$ cat config.mk
export PLATFORM = sky130hd
export DESIGN_NAME = tlb_xlate
export DESIGN_NICKNAME = d
export VERILOG_FILES = /design/src/rtl/tlb_pkg.sv /design/src/rtl/tlb_seg_decode.sv /design/src/rtl/tlb_entry_array.sv /design/src/rtl/tlb_xlate.sv
export SDC_FILE = /design/constraint.sdc
export NUM_CORES = 2
export LEC_CHECK = 0
export BUFFER_PORTS_ARGS = -buffer_cell sky130_fd_sc_hd__buf_2
export CAP_MARGIN = 20
export CORE_MARGIN = 2
export CORE_UTILIZATION = 38
export CTS_CLUSTER_SIZE = 24
export DETAILED_ROUTE_END_ITERATION = 8
export HOLD_SLACK_MARGIN = 0.12
export PLACE_DENSITY = 0.59
export SYNTH_ARGS = -nofsm -noshare
export SYNTH_HDL_FRONTEND = slang
export SYNTH_SLANG_ARGS = --single-unit
$ cat constraint.sdc
create_clock -name clk -period 7.2 [get_ports clk]
set_clock_uncertainty 0.15 [all_clocks]
set_input_delay 0.72 -clock clk [delete_from_list [all_inputs] [get_ports clk]]
set_output_delay 0.72 -clock clk [all_outputs]
set_load 0.005 [all_outputs]
$ cat src/rtl/tlb_pkg.sv
package tlb_pkg;

  typedef enum logic [1:0] {
    SEG_USER,
    SEG_KPHYS_C,
    SEG_KPHYS_U,
    SEG_KVIRT
  } seg_e;

  // top three virtual address bits to segment type
  function automatic seg_e seg_of(input logic [2:0] top);
    seg_e s;
    if (!top[2])            s = SEG_USER;
    else if (top[1])        s = SEG_KVIRT;
    else if (top[0])        s = SEG_KPHYS_U;
    else                    s = SEG_KPHYS_C;
    return s;
  endfunction

endpackage

$ cat src/rtl/tlb_seg_decode.sv
module tlb_seg_decode
  import tlb_pkg::*;
(
  input  logic [2:0] top_bits,
  output logic       translate,
  output logic       bypass,
  output logic       bypass_cach,
  output logic       kernel_seg
);

  seg_e kind;

  always_comb begin
    kind        = seg_of(top_bits);
    translate   = (kind == SEG_USER) || (kind == SEG_KVIRT);
    bypass      = (kind == SEG_KPHYS_C) || (kind == SEG_KPHYS_U);
    bypass_cach = (kind == SEG_KPHYS_C);
    kernel_seg  = (kind != SEG_USER);
  end

endmodule

$ cat src/rtl/tlb_entry_array.sv
module tlb_entry_array #(
  parameter int ENTRIES = 64,
  parameter int VPN_W   = 20,
  parameter int ASID_W  = 6,
  parameter int PFN_W   = 20,
  localparam int IDX_W  = (ENTRIES > 1) ? $clog2(ENTRIES) : 1
) (
  input  logic              clk,
  input  logic              rst_n,
  input  logic              flush,
  input  logic              wr_en,
  input  logic [IDX_W-1:0]  wr_idx,
  input  logic [VPN_W-1:0]  wr_vpn,
  input  logic [ASID_W-1:0] wr_asid,
  input  logic [PFN_W-1:0]  wr_pfn,
  input  logic              wr_valid,
  input  logic              wr_writable,
  input  logic              wr_cacheable,
  input  logic              wr_dirty,
  input  logic              wr_ref,
  input  logic [VPN_W-1:0]  key_vpn,
  input  logic [ASID_W-1:0] key_asid,
  input  logic              upd_en,
  input  logic              upd_store,
  output logic              found,
  output logic [PFN_W-1:0]  found_pfn,
  output logic              found_wrt,
  output logic              found_cch,
  output logic              found_dty,
  output logic              found_ref
);

  logic [ENTRIES-1:0]            match;
  logic [ENTRIES-1:0]            vld_all;
  logic [ENTRIES-1:0]            ref_all;
  logic [ENTRIES-1:0]            dty_all;
  logic [ENTRIES-1:0]            wrt_all;
  logic [ENTRIES-1:0]            cch_all;
  logic [ENTRIES-1:0][PFN_W-1:0] pfn_all;
  logic [IDX_W-1:0]              found_idx;

  for (genvar i = 0; i < ENTRIES; i++) begin : g_ent
    logic              vld_q, vld_d, ref_q, ref_d, dty_q, dty_d;
    logic              wrt_q, cch_q;
    logic [VPN_W-1:0]  vpn_q;
    logic [ASID_W-1:0] asid_q;
    logic [PFN_W-1:0]  pfn_q;
    logic              ld, hit_me;

    assign ld     = wr_en && !flush && (wr_idx == IDX_W'(i));
    assign hit_me = upd_en && (found_idx == IDX_W'(i));

    // next state of the status bits: flush, then load, then hit update
    always_comb begin
      vld_d = vld_q;
      ref_d = ref_q;
      dty_d = dty_q;
      if (flush) begin
        vld_d = 1'b0;
      end else if (ld) begin
        vld_d = wr_valid;
        ref_d = wr_ref;
        dty_d = wr_dirty;
      end else if (hit_me) begin
        ref_d = 1'b1;
        if (upd_store && wrt_q) dty_d = 1'b1;
      end
    end

    always_ff @(posedge clk or negedge rst_n) begin
      if (!rst_n) begin
        vld_q <= 1'b0;
        ref_q <= 1'b0;
        dty_q <= 1'b0;
      end else begin
        vld_q <= vld_d;
        ref_q <= ref_d;
        dty_q <= dty_d;
      end
    end

    // tag and data fields: no reset, load enable only
    always_ff @(posedge clk) begin
      if (ld) begin
        vpn_q  <= wr_vpn;
        asid_q <= wr_asid;
        pfn_q  <= wr_pfn;
        wrt_q  <= wr_writable;
        cch_q  <= wr_cacheable;
      end
    end

    assign match[i]   = vld_q && (vpn_q == key_vpn) && (asid_q == key_asid);
    assign vld_all[i] = vld_q;
    assign ref_all[i] = ref_q;
    assign dty_all[i] = dty_q;
    assign wrt_all[i] = wrt_q;
    assign cch_all[i] = cch_q;
    assign pfn_all[i] = pfn_q;
  end

  // lowest matching index wins
  always_comb begin
    found     = 1'b0;
    found_idx = '0;
    for (int i = ENTRIES - 1; i >= 0; i--) begin
      if (match[i]) begin
        found     = 1'b1;
        found_idx = IDX_W'(i);
      end
    end
  end

  assign found_pfn = pfn_all[found_idx];
  assign found_wrt = wrt_all[found_idx];
  assign found_cch = cch_all[found_idx];
  assign found_dty = dty_all[found_idx];
  assign found_ref = ref_all[found_idx];

  // a flush leaves no valid entry behind
  a_r9_flush_clears: assert property (@(posedge clk) disable iff (!rst_n)
    flush |=> (vld_all == '0));

  // a hit not overridden by a load marks its entry referenced
  a_r7_ref_after_hit: assert property (@(posedge clk) disable iff (!rst_n)
    (upd_en && !flush && !(wr_en && wr_idx == found_idx))
      |=> ref_all[$past(found_idx)]);

  // a load takes the supplied valid bit
  a_r8_load_valid: assert property (@(posedge clk) disable iff (!rst_n)
    (wr_en && !flush) |=> (vld_all[$past(wr_idx)] == $past(wr_valid)));

endmodule

$ cat src/rtl/tlb_xlate.sv
module tlb_xlate #(
  parameter int ENTRIES = 64,
  parameter int VPN_W   = 20,
  parameter int OFF_W   = 12,
  parameter int ASID_W  = 6,
  parameter int PFN_W   = 20,
  localparam int VA_W   = VPN_W + OFF_W,
  localparam int PA_W   = PFN_W + OFF_W,
  localparam int IDX_W  = (ENTRIES > 1) ? $clog2(ENTRIES) : 1
) (
  input  logic              clk,
  input  logic              rst_n,
  input  logic              lk_valid,
  input  logic [VA_W-1:0]   lk_vaddr,
  input  logic [ASID_W-1:0] lk_asid,
  input  logic              lk_store,
  input  logic              lk_user,
  input  logic              wr_en,
  input  logic [IDX_W-1:0]  wr_index,
  input  logic [VPN_W-1:0]  wr_vpn,
  input  logic [ASID_W-1:0] wr_asid,
  input  logic [PFN_W-1:0]  wr_pfn,
  input  logic              wr_valid,
  input  logic              wr_writable,
  input  logic              wr_cacheable,
  input  logic              wr_dirty,
  input  logic              wr_ref,
  input  logic              flush_all,
  output logic [PA_W-1:0]   lk_paddr,
  output logic              lk_hit,
  output logic              lk_miss,
  output logic              lk_prot_fault,
  output logic              lk_cacheable,
  output logic              lk_ent_dirty,
  output logic              lk_ent_ref,
  output logic              lk_ent_writable
);

  logic             translate, bypass, bypass_cach, kernel_seg;
  logic             user_fault, upd_en;
  logic             found, f_wrt, f_cch, f_dty, f_ref;
  logic [PFN_W-1:0] f_pfn;

  tlb_seg_decode u_seg (
    .top_bits    (lk_vaddr[VA_W-1 -: 3]),
    .translate   (translate),
    .bypass      (bypass),
    .bypass_cach (bypass_cach),
    .kernel_seg  (kernel_seg)
  );

  tlb_entry_array #(
    .ENTRIES (ENTRIES),
    .VPN_W   (VPN_W),
    .ASID_W  (ASID_W),
    .PFN_W   (PFN_W)
  ) u_array (
    .clk          (clk),
    .rst_n        (rst_n),
    .flush        (flush_all),
    .wr_en        (wr_en),
    .wr_idx       (wr_index),
    .wr_vpn       (wr_vpn),
    .wr_asid      (wr_asid),
    .wr_pfn       (wr_pfn),
    .wr_valid     (wr_valid),
    .wr_writable  (wr_writable),
    .wr_cacheable (wr_cacheable),
    .wr_dirty     (wr_dirty),
    .wr_ref       (wr_ref),
    .key_vpn      (lk_vaddr[VA_W-1 -: VPN_W]),
    .key_asid     (lk_asid),
    .upd_en       (upd_en),
    .upd_store    (lk_store),
    .found        (found),
    .found_pfn    (f_pfn),
    .found_wrt    (f_wrt),
    .found_cch    (f_cch),
    .found_dty    (f_dty),
    .found_ref    (f_ref)
  );

  always_comb begin
    user_fault      = lk_valid && lk_user && kernel_seg;
    upd_en          = lk_valid && translate && !user_fault && found;
    lk_hit          = upd_en;
    lk_miss         = lk_valid && translate && !user_fault && !found;
    lk_prot_fault   = user_fault || (upd_en && lk_store && !f_wrt);
    lk_ent_dirty    = upd_en && f_dty;
    lk_ent_ref      = upd_en && f_ref;
    lk_ent_writable = upd_en && f_wrt;
    if (bypass)
      lk_cacheable = lk_valid && !user_fault && bypass_cach;
    else
      lk_cacheable = upd_en && f_cch;
    if (bypass)
      lk_paddr = PA_W'(lk_vaddr[VA_W-4:0]);
    else if (upd_en)
      lk_paddr = {f_pfn, lk_vaddr[OFF_W-1:0]};
    else
      lk_paddr = {{PFN_W{1'b0}}, lk_vaddr[OFF_W-1:0]};
  end

  // the page offset reaches the physical address untouched
  a_r1_offset: assert property (@(posedge clk) disable iff (!rst_n)
    lk_paddr[OFF_W-1:0] == lk_vaddr[OFF_W-1:0]);

  // a miss excludes a hit and a protection fault
  a_r3_miss_alone: assert property (@(posedge clk) disable iff (!rst_n)
    lk_miss |-> (!lk_hit && !lk_prot_fault));

  // kernel physical segments never report hit or miss
  a_r5_bypass_quiet: assert property (@(posedge clk) disable iff (!rst_n)
    (lk_valid && !lk_user && lk_vaddr[VA_W-1 -: 2] == 2'b10) |-> (!lk_hit && !lk_miss));

  // a store hitting a read-only page faults
  a_r6_ro_store: assert property (@(posedge clk) disable iff (!rst_n)
    (lk_hit && lk_store && !lk_ent_writable) |-> lk_prot_fault);

endmodule

======== Word level (Yosys, flattened, before mapping) ========
Cells that the tools add are included.
operators by class
  magnitude comparators ................... 1
  eq/ne operators ......................... 257
  mux-type cells .......................... 592
  bitwise operators ....................... 1
  reductions and logical operators ........ 666
operator list
  operator                                                                      number
  20-bit == test                                                                64
  1-bit 2-to-1 mux                                                              517
  2-bit nonzero test                                                            193
  6-bit == test                                                                 64
  6-bit == test, second input constant                                          64
  6-bit 2-to-1 mux                                                              64
  1-bit logical AND                                                             335
  6-bit by 5-bit == test with 1-bit output, second input constant               32
  3-bit AND reduction                                                           64
  2-bit AND reduction                                                           64
  20-bit binary-select mux with 6-bit select                                    1
  6-bit by 4-bit == test with 1-bit output, second input constant               16
  32-bit 2-to-1 mux                                                             2
  6-bit by 3-bit == test with 1-bit output, second input constant               8
  1-bit binary-select mux with 6-bit select                                     4
  6-bit by 2-bit == test with 1-bit output, second input constant               4
  20-bit 2-to-1 mux                                                             1
  6-bit by 1-bit == test with 1-bit output, second input constant               2
  6-bit logical NOT                                                             2
  6-bit by 7-bit less-than comparator with 1-bit output, second input constant  1
  2-bit 2-to-1 mux                                                              3
  2-bit == test, second input constant                                          2
  1-bit logical NOT                                                             4
  1-bit logical OR                                                              3
  3 further kinds                                                               3
storage, ports and cells
  bits in registers ....................... 3264
  output and inout bits ................... 39
  word-level logic and storage cells ...... 2029

======== Longest topological paths before layout ========
  word-level depth ........................ 72
  mapped depth ............................ 25
  depth with buffers taken out ............ 16

======== Cells and area by module ========
A second synthesis with hierarchy kept.
unflattened totals
  cells, all modules ...................... 9502
  area total of the unflattened synthesis .. 141031.5 um^2
by module, submodules not included
  module           times used  cells an instance  area an instance (um^2)  seq. area each (um^2)
  tlb_entry_array  1           9400               140284.5                 97053.1
  tlb_xlate        1           94                 693.2                    0.0
  tlb_seg_decode   1           8                  53.8                     0.0

======== Worst setup path before layout ========
OpenSTA, ideal clock, no wires.
  path type ............................... input to output
  start ................................... in lk_asid[2]
  end ..................................... out lk_paddr[23]
  data arrival time ....................... 4.681 ns
  required time ........................... 6.330 ns
  setup slack ............................. 1.649 ns
  stages on the path ...................... 22
  buffers on the path ..................... 7
  cells stage by stage .................... buf_2 -> buf_6 -> buf_6 -> buf_4 -> xor2_1 -> or4_1 -> nor2_1 -> nand4_1 -> a21boi_0 -> a2111oi_0 -> a221o_1 -> nand3b_1 -> and2b_1 -> buf_6 -> buf_6 -> buf_8 -> mux2i_1 -> a221oi_2 -> o221ai_1 -> a211oi_1 -> o22ai_1 -> o31ai_1
between the ends
  cells in the longest elaborated chain, start to end .. 70
  elaborated cells on any way between the ends .. 261
  those cells by class .................... eq/ne: 64; mux: 132; reduce/logical: 65
ends and longest elaborated chain
  element                                     line                    text
  start, declared                             tlb_xlate.sv:15         input logic [ASID_W-1:0] lk_asid,
  6-bit == test                               tlb_entry_array.sv:93   assign match[i] = vld_q && (vpn_q == key_vpn) && (asid_q == key_asid);
  1-bit logical AND                           tlb_entry_array.sv:93
  6-bit 2-to-1 mux (64 in series)             tlb_entry_array.sv:107  if (match[i]) begin
  20-bit binary-select mux with 6-bit select  tlb_entry_array.sv:114  assign found_pfn = pfn_all[found_idx];
  20-bit 2-to-1 mux (not written as such)     tlb_entry_array.sv:114
  32-bit 2-to-1 mux *                         tlb_xlate.sv:98         else if (upd_en)
  32-bit 2-to-1 mux *                         tlb_xlate.sv:96         if (bypass)
  end, declared                               tlb_xlate.sv:29         output logic [PA_W-1:0] lk_paddr,
Every way passes the cells marked *; elsewhere a longest branch is shown, timed or not. The select of a mux whose other input is x is not followed.

======== Worst setup path in the final report ========
  start ................................... in lk_asid[4]
  end ..................................... out lk_paddr[30]
Same word-level chain as after synthesis.

==> results.cfg <==
[outcome]
status = complete, but fails checks
failed_checks = negative setup slack

[drt]
vias = 99300
drtPass1Iterations = 8
vias_per_cell = 6.20
drtAntennaViolNets = 0
drt-total-wl_microns = 592000
drc = 0
wire_per_inst_microns = 36.9
first_iter_violations = 17500

[yosys]
syn_area_per_cell_sq_um = 14.8
synthArstFlopShare = 0.0588
synthFlopType = edfxtp_1
ys_types = 98
synth_area_sq_um = 141000
synth.net_count = 9629
yosysMostFrequentCell = edfxtp_1
yosys.area.top_type = edfxtp_1
synthTopCellsByCount = edfxtp_1 (3072), xnor2_1 (1024), xor2_1 (639)
synth-edff-count = 3072
yosysSeqAreaShare = 0.691
ys_ff_latch = 3264
yosysTopAreaCellShare = 0.656
synthCells = 9525
yosys_warnings = 0
yosys-top-cells-area = edfxtp_1 (66%), xnor2_1 (6.4%), xor2_1 (4.0%), dfrtp_1 (3.4%), mux2i_1 (3.1%)

[critical_path]
critPathKind = primary input to output pin
r2r-end = u_array.g_ent[41].dty_q
max_stage_delay_ns = 0.54
cpMaxStageDelayCell = a222oi_1
critPathRequiredTime_ns = 6.33
start_kind = primary input
path_cells = buf_6 -> buf_12 -> buf_16 -> xor2_1 -> or4_1 -> nor4bb_1 -> nand4_1 -> o21ai_0 -> a221o_2 -> a221o_2 -> nand3b_1 -> and2b_4 -> buf_12 -> buf_12 -> buf_6 -> buf_6 -> nand2_1 -> nand2_1 -> a222oi_1 -> o21ai_1 -> o21ai_1 -> nand4_1 -> buf_6 -> buf_6
worstPathArrival_ns = 6.48
crit_path_end = lk_paddr[30]
cp_num_buf_inv = 9
rr_worst_depth = 22
crit_top_cell = buf_6
rr_startpoint = u_array.g_ent[60].vpn_q[18]
cpLargestDelayFamily = compound AO/OA/AOI/OAI gates
crit_fanout = 18
cp.depth = 24
cp-end-kind = output pin
startpoint = lk_asid[4]
r2r_slack_ns = 1.57

[grt]
antenna_found_initial = 46
grt_max_degree = 74
first_global_vias = 94000
grt_use_total = 0.305
overflow = 0
grt_first_pass_wirelength_microns = 791000

[die]
ios = 141
coreArea_sq_um = 369000
chipHeight_microns = 612
die-area_sq_um = 375000
num_rows = 223
die_w_microns = 612
start_util = 0.381

[final_layout]
syn2layout_area_growth_pct = 21.6
utilization = 0.464
fillers = 31800
drive_gt1_frac = 0.208
fin_cells = 16000
final_area_sq_um = 171000
layout.nets = 10900

[place]
place_congestion = 0.996
dpl.cell_count = 15200
port_buffers = 116
placedInstanceArea_sq_um = 155000
hpwl_microns = 372000
place_ws_ns = -0.864

[pwr]
p_clk_frac = 0.440
share_comb_of_total_power = 0.057
p_switching_mw = 9.58
ir_drop_v = 0.000224
power.share.switching = 0.230
p_leak_nw = 56.9
seq_power_share = 0.503
p_per_area_nw_per_um2 = 244
p_int_mw = 32.1

[cts]
cts_root_buffer = clkbuf_16
htreeDepth = 5
cts_tree = done
clk-insertion-delay-late_ns = 1.01
clk_pin_slew_worst_paths_ns = 0.06
clk_path_buf_depth = 4
cts_made_buffers = 351
cts_sinks = 3264

[sta]
post-route-period-util = 1.02
maxSlewViolCount = 0
finalHoldViolations = 0
finalSetupViolCount = 11
tightestPinTransition_ns = 1.28
fin_crit_ns = 7.35
clock.fmax_mhz = 136
setup_slack_ns = -0.155
rsz0062_at_grt = true
tns_ns = -0.595
slew_headroom = 0.148

[run]
cap_viol_max_count = 0

[worst_hold_path]
holdCritPathClass = primary input to flop
[layout by cell type (no fill, tap or decap), drive strengths merged, types with 68 or more instances in the layout]
cell type and count:
a21oi 296, a31oi 68, buf 1303, clkbuf 460, clkinv 127, dfrtp 192
edfxtp 3072, mux2i 429, nand2 511, nand3 102, nand4 628, nor2 501
nor3 154, nor4 242, o21ai 159, o22ai 68, or4 91, xnor2 1024
xor2 639
[worst register-to-register path: stages (launching register included)]
cell and delay (ns):
edfxtp_1 0.38, xor2_1 0.29, nor4_1 0.10, and3_1 0.22, and2_1 0.24, or4bb_4 0.62
a311oi_4 0.36, buf_12 0.17, o41ai_2 0.08, buf_4 0.17, a21boi_1 0.17, nand2b_4 0.22
buf_4 0.16, a21o_4 0.16, buf_4 0.15, nand3_4 0.21, buf_12 0.25, buf_4 0.17
nor2_1 0.53, nand2_1 0.12, a21oi_1 0.25, a31oi_1 0.11, o21ai_0 0.20
[state kept, by name, summed over array words and instances, names as in the netlist]
signal and flops:
u_array.g_ent.asid_q 384, u_array.g_ent.cch_q 64, u_array.g_ent.dty_q 64, u_array.g_ent.pfn_q 1280, u_array.g_ent.ref_q 64, u_array.g_ent.vld_q 64
u_array.g_ent.vpn_q 1280, u_array.g_ent.wrt_q 64
[power groups by stage]
stage | Clock (mW) | Combinational (mW) | Sequential [mW]
floorplan | 0 | 0.974 | 21.3
global placement | 0 | 2.21 | 21.4
detailed placement | 0 | 2.23 | 21.4
CTS | 18.4 | 2.26 | 21.0
global route | 19.1 | 2.40 | 21.0
finish | 18.3 | 2.36 | 21.0
[layer usage]
layer,up-vias,global-route usage,routed length (microns)
li1,39300,-,-
met5,-,0,63
met3,1699,0.0686,74400
met1,50500,0.400,215000
met2,7901,0.468,260000
met4,10,0.174,41400
[timing repair]
action	CTS	global route
resized for setup	244	270
endpoints found under the hold margin	135	53
buffers inserted	44	61
gates cloned	8	7
pin swaps	100	137
hold buffers	12	5
setup endpoints to repair	25	25
[logic make-up (layout without fill, tap and decap cells)]
| kind of cell | count (synthesis) | count (layout) | share of synthesized area |
|---|---|---|---|
| flops | 3264 | 3264 | 0.691 |
| simple gates | 2508 | 2508 | 0.0948 |
| xor+xnor | 1663 | 1663 | 0.104 |
| compound gates | 1102 | 1102 | 0.0536 |
| buf+inv | 505 | 2031 | 0.0225 |
| mux | 481 | 481 | 0.0347 |
| fa+ha+maj | 2 | 2 | 0.000178 |
| other cells | 0 | 21 | 0 |
[area by class of cell]
type	count	area, sq um	area share
clock buffers	453	9420	0.0551
flip-flops and latches	3264	97100	0.568
diodes	21	52.6	0.000307
clock inverters	195	2020	0.0118
inverters	55	206	0.00121
multi-input cells	5756	42900	0.251
repair buffers	1328	13100	0.0765
well taps	4950	6190	0.0362
[worst min-delay path by stage]
| stage | start | to | slack [ns] | depth (start not counted) |
|---|---|---|---|---|
| floorplan | rst_n | u_array.g_ent[0].dty_q | 0.27 | 0 |
| global placement | u_array.g_ent[49].ref_q | u_array.g_ent[49].ref_q | 0.32 | 1 |
| detailed placement | u_array.g_ent[49].ref_q | u_array.g_ent[49].ref_q | 0.33 | 1 |
| CTS | wr_vpn[1] | u_array.g_ent[9].vpn_q[1] | 0.13 | 1 |
| global route | wr_vpn[1] | u_array.g_ent[9].vpn_q[1] | 0.18 | 1 |
| finish | wr_vpn[1] | u_array.g_ent[47].vpn_q[1] | 0.19 | 1 |
[per-stage QoR]
step,hold slack (ns),total power [mW]
finish,0.191,41.7
global route,0.181,42.5
CTS,0.135,41.6
detailed placement,0.327,23.6
global placement,0.319,23.6
floorplan,0.274,22.3
No activity file was read; power rests on OpenSTA's default activity.
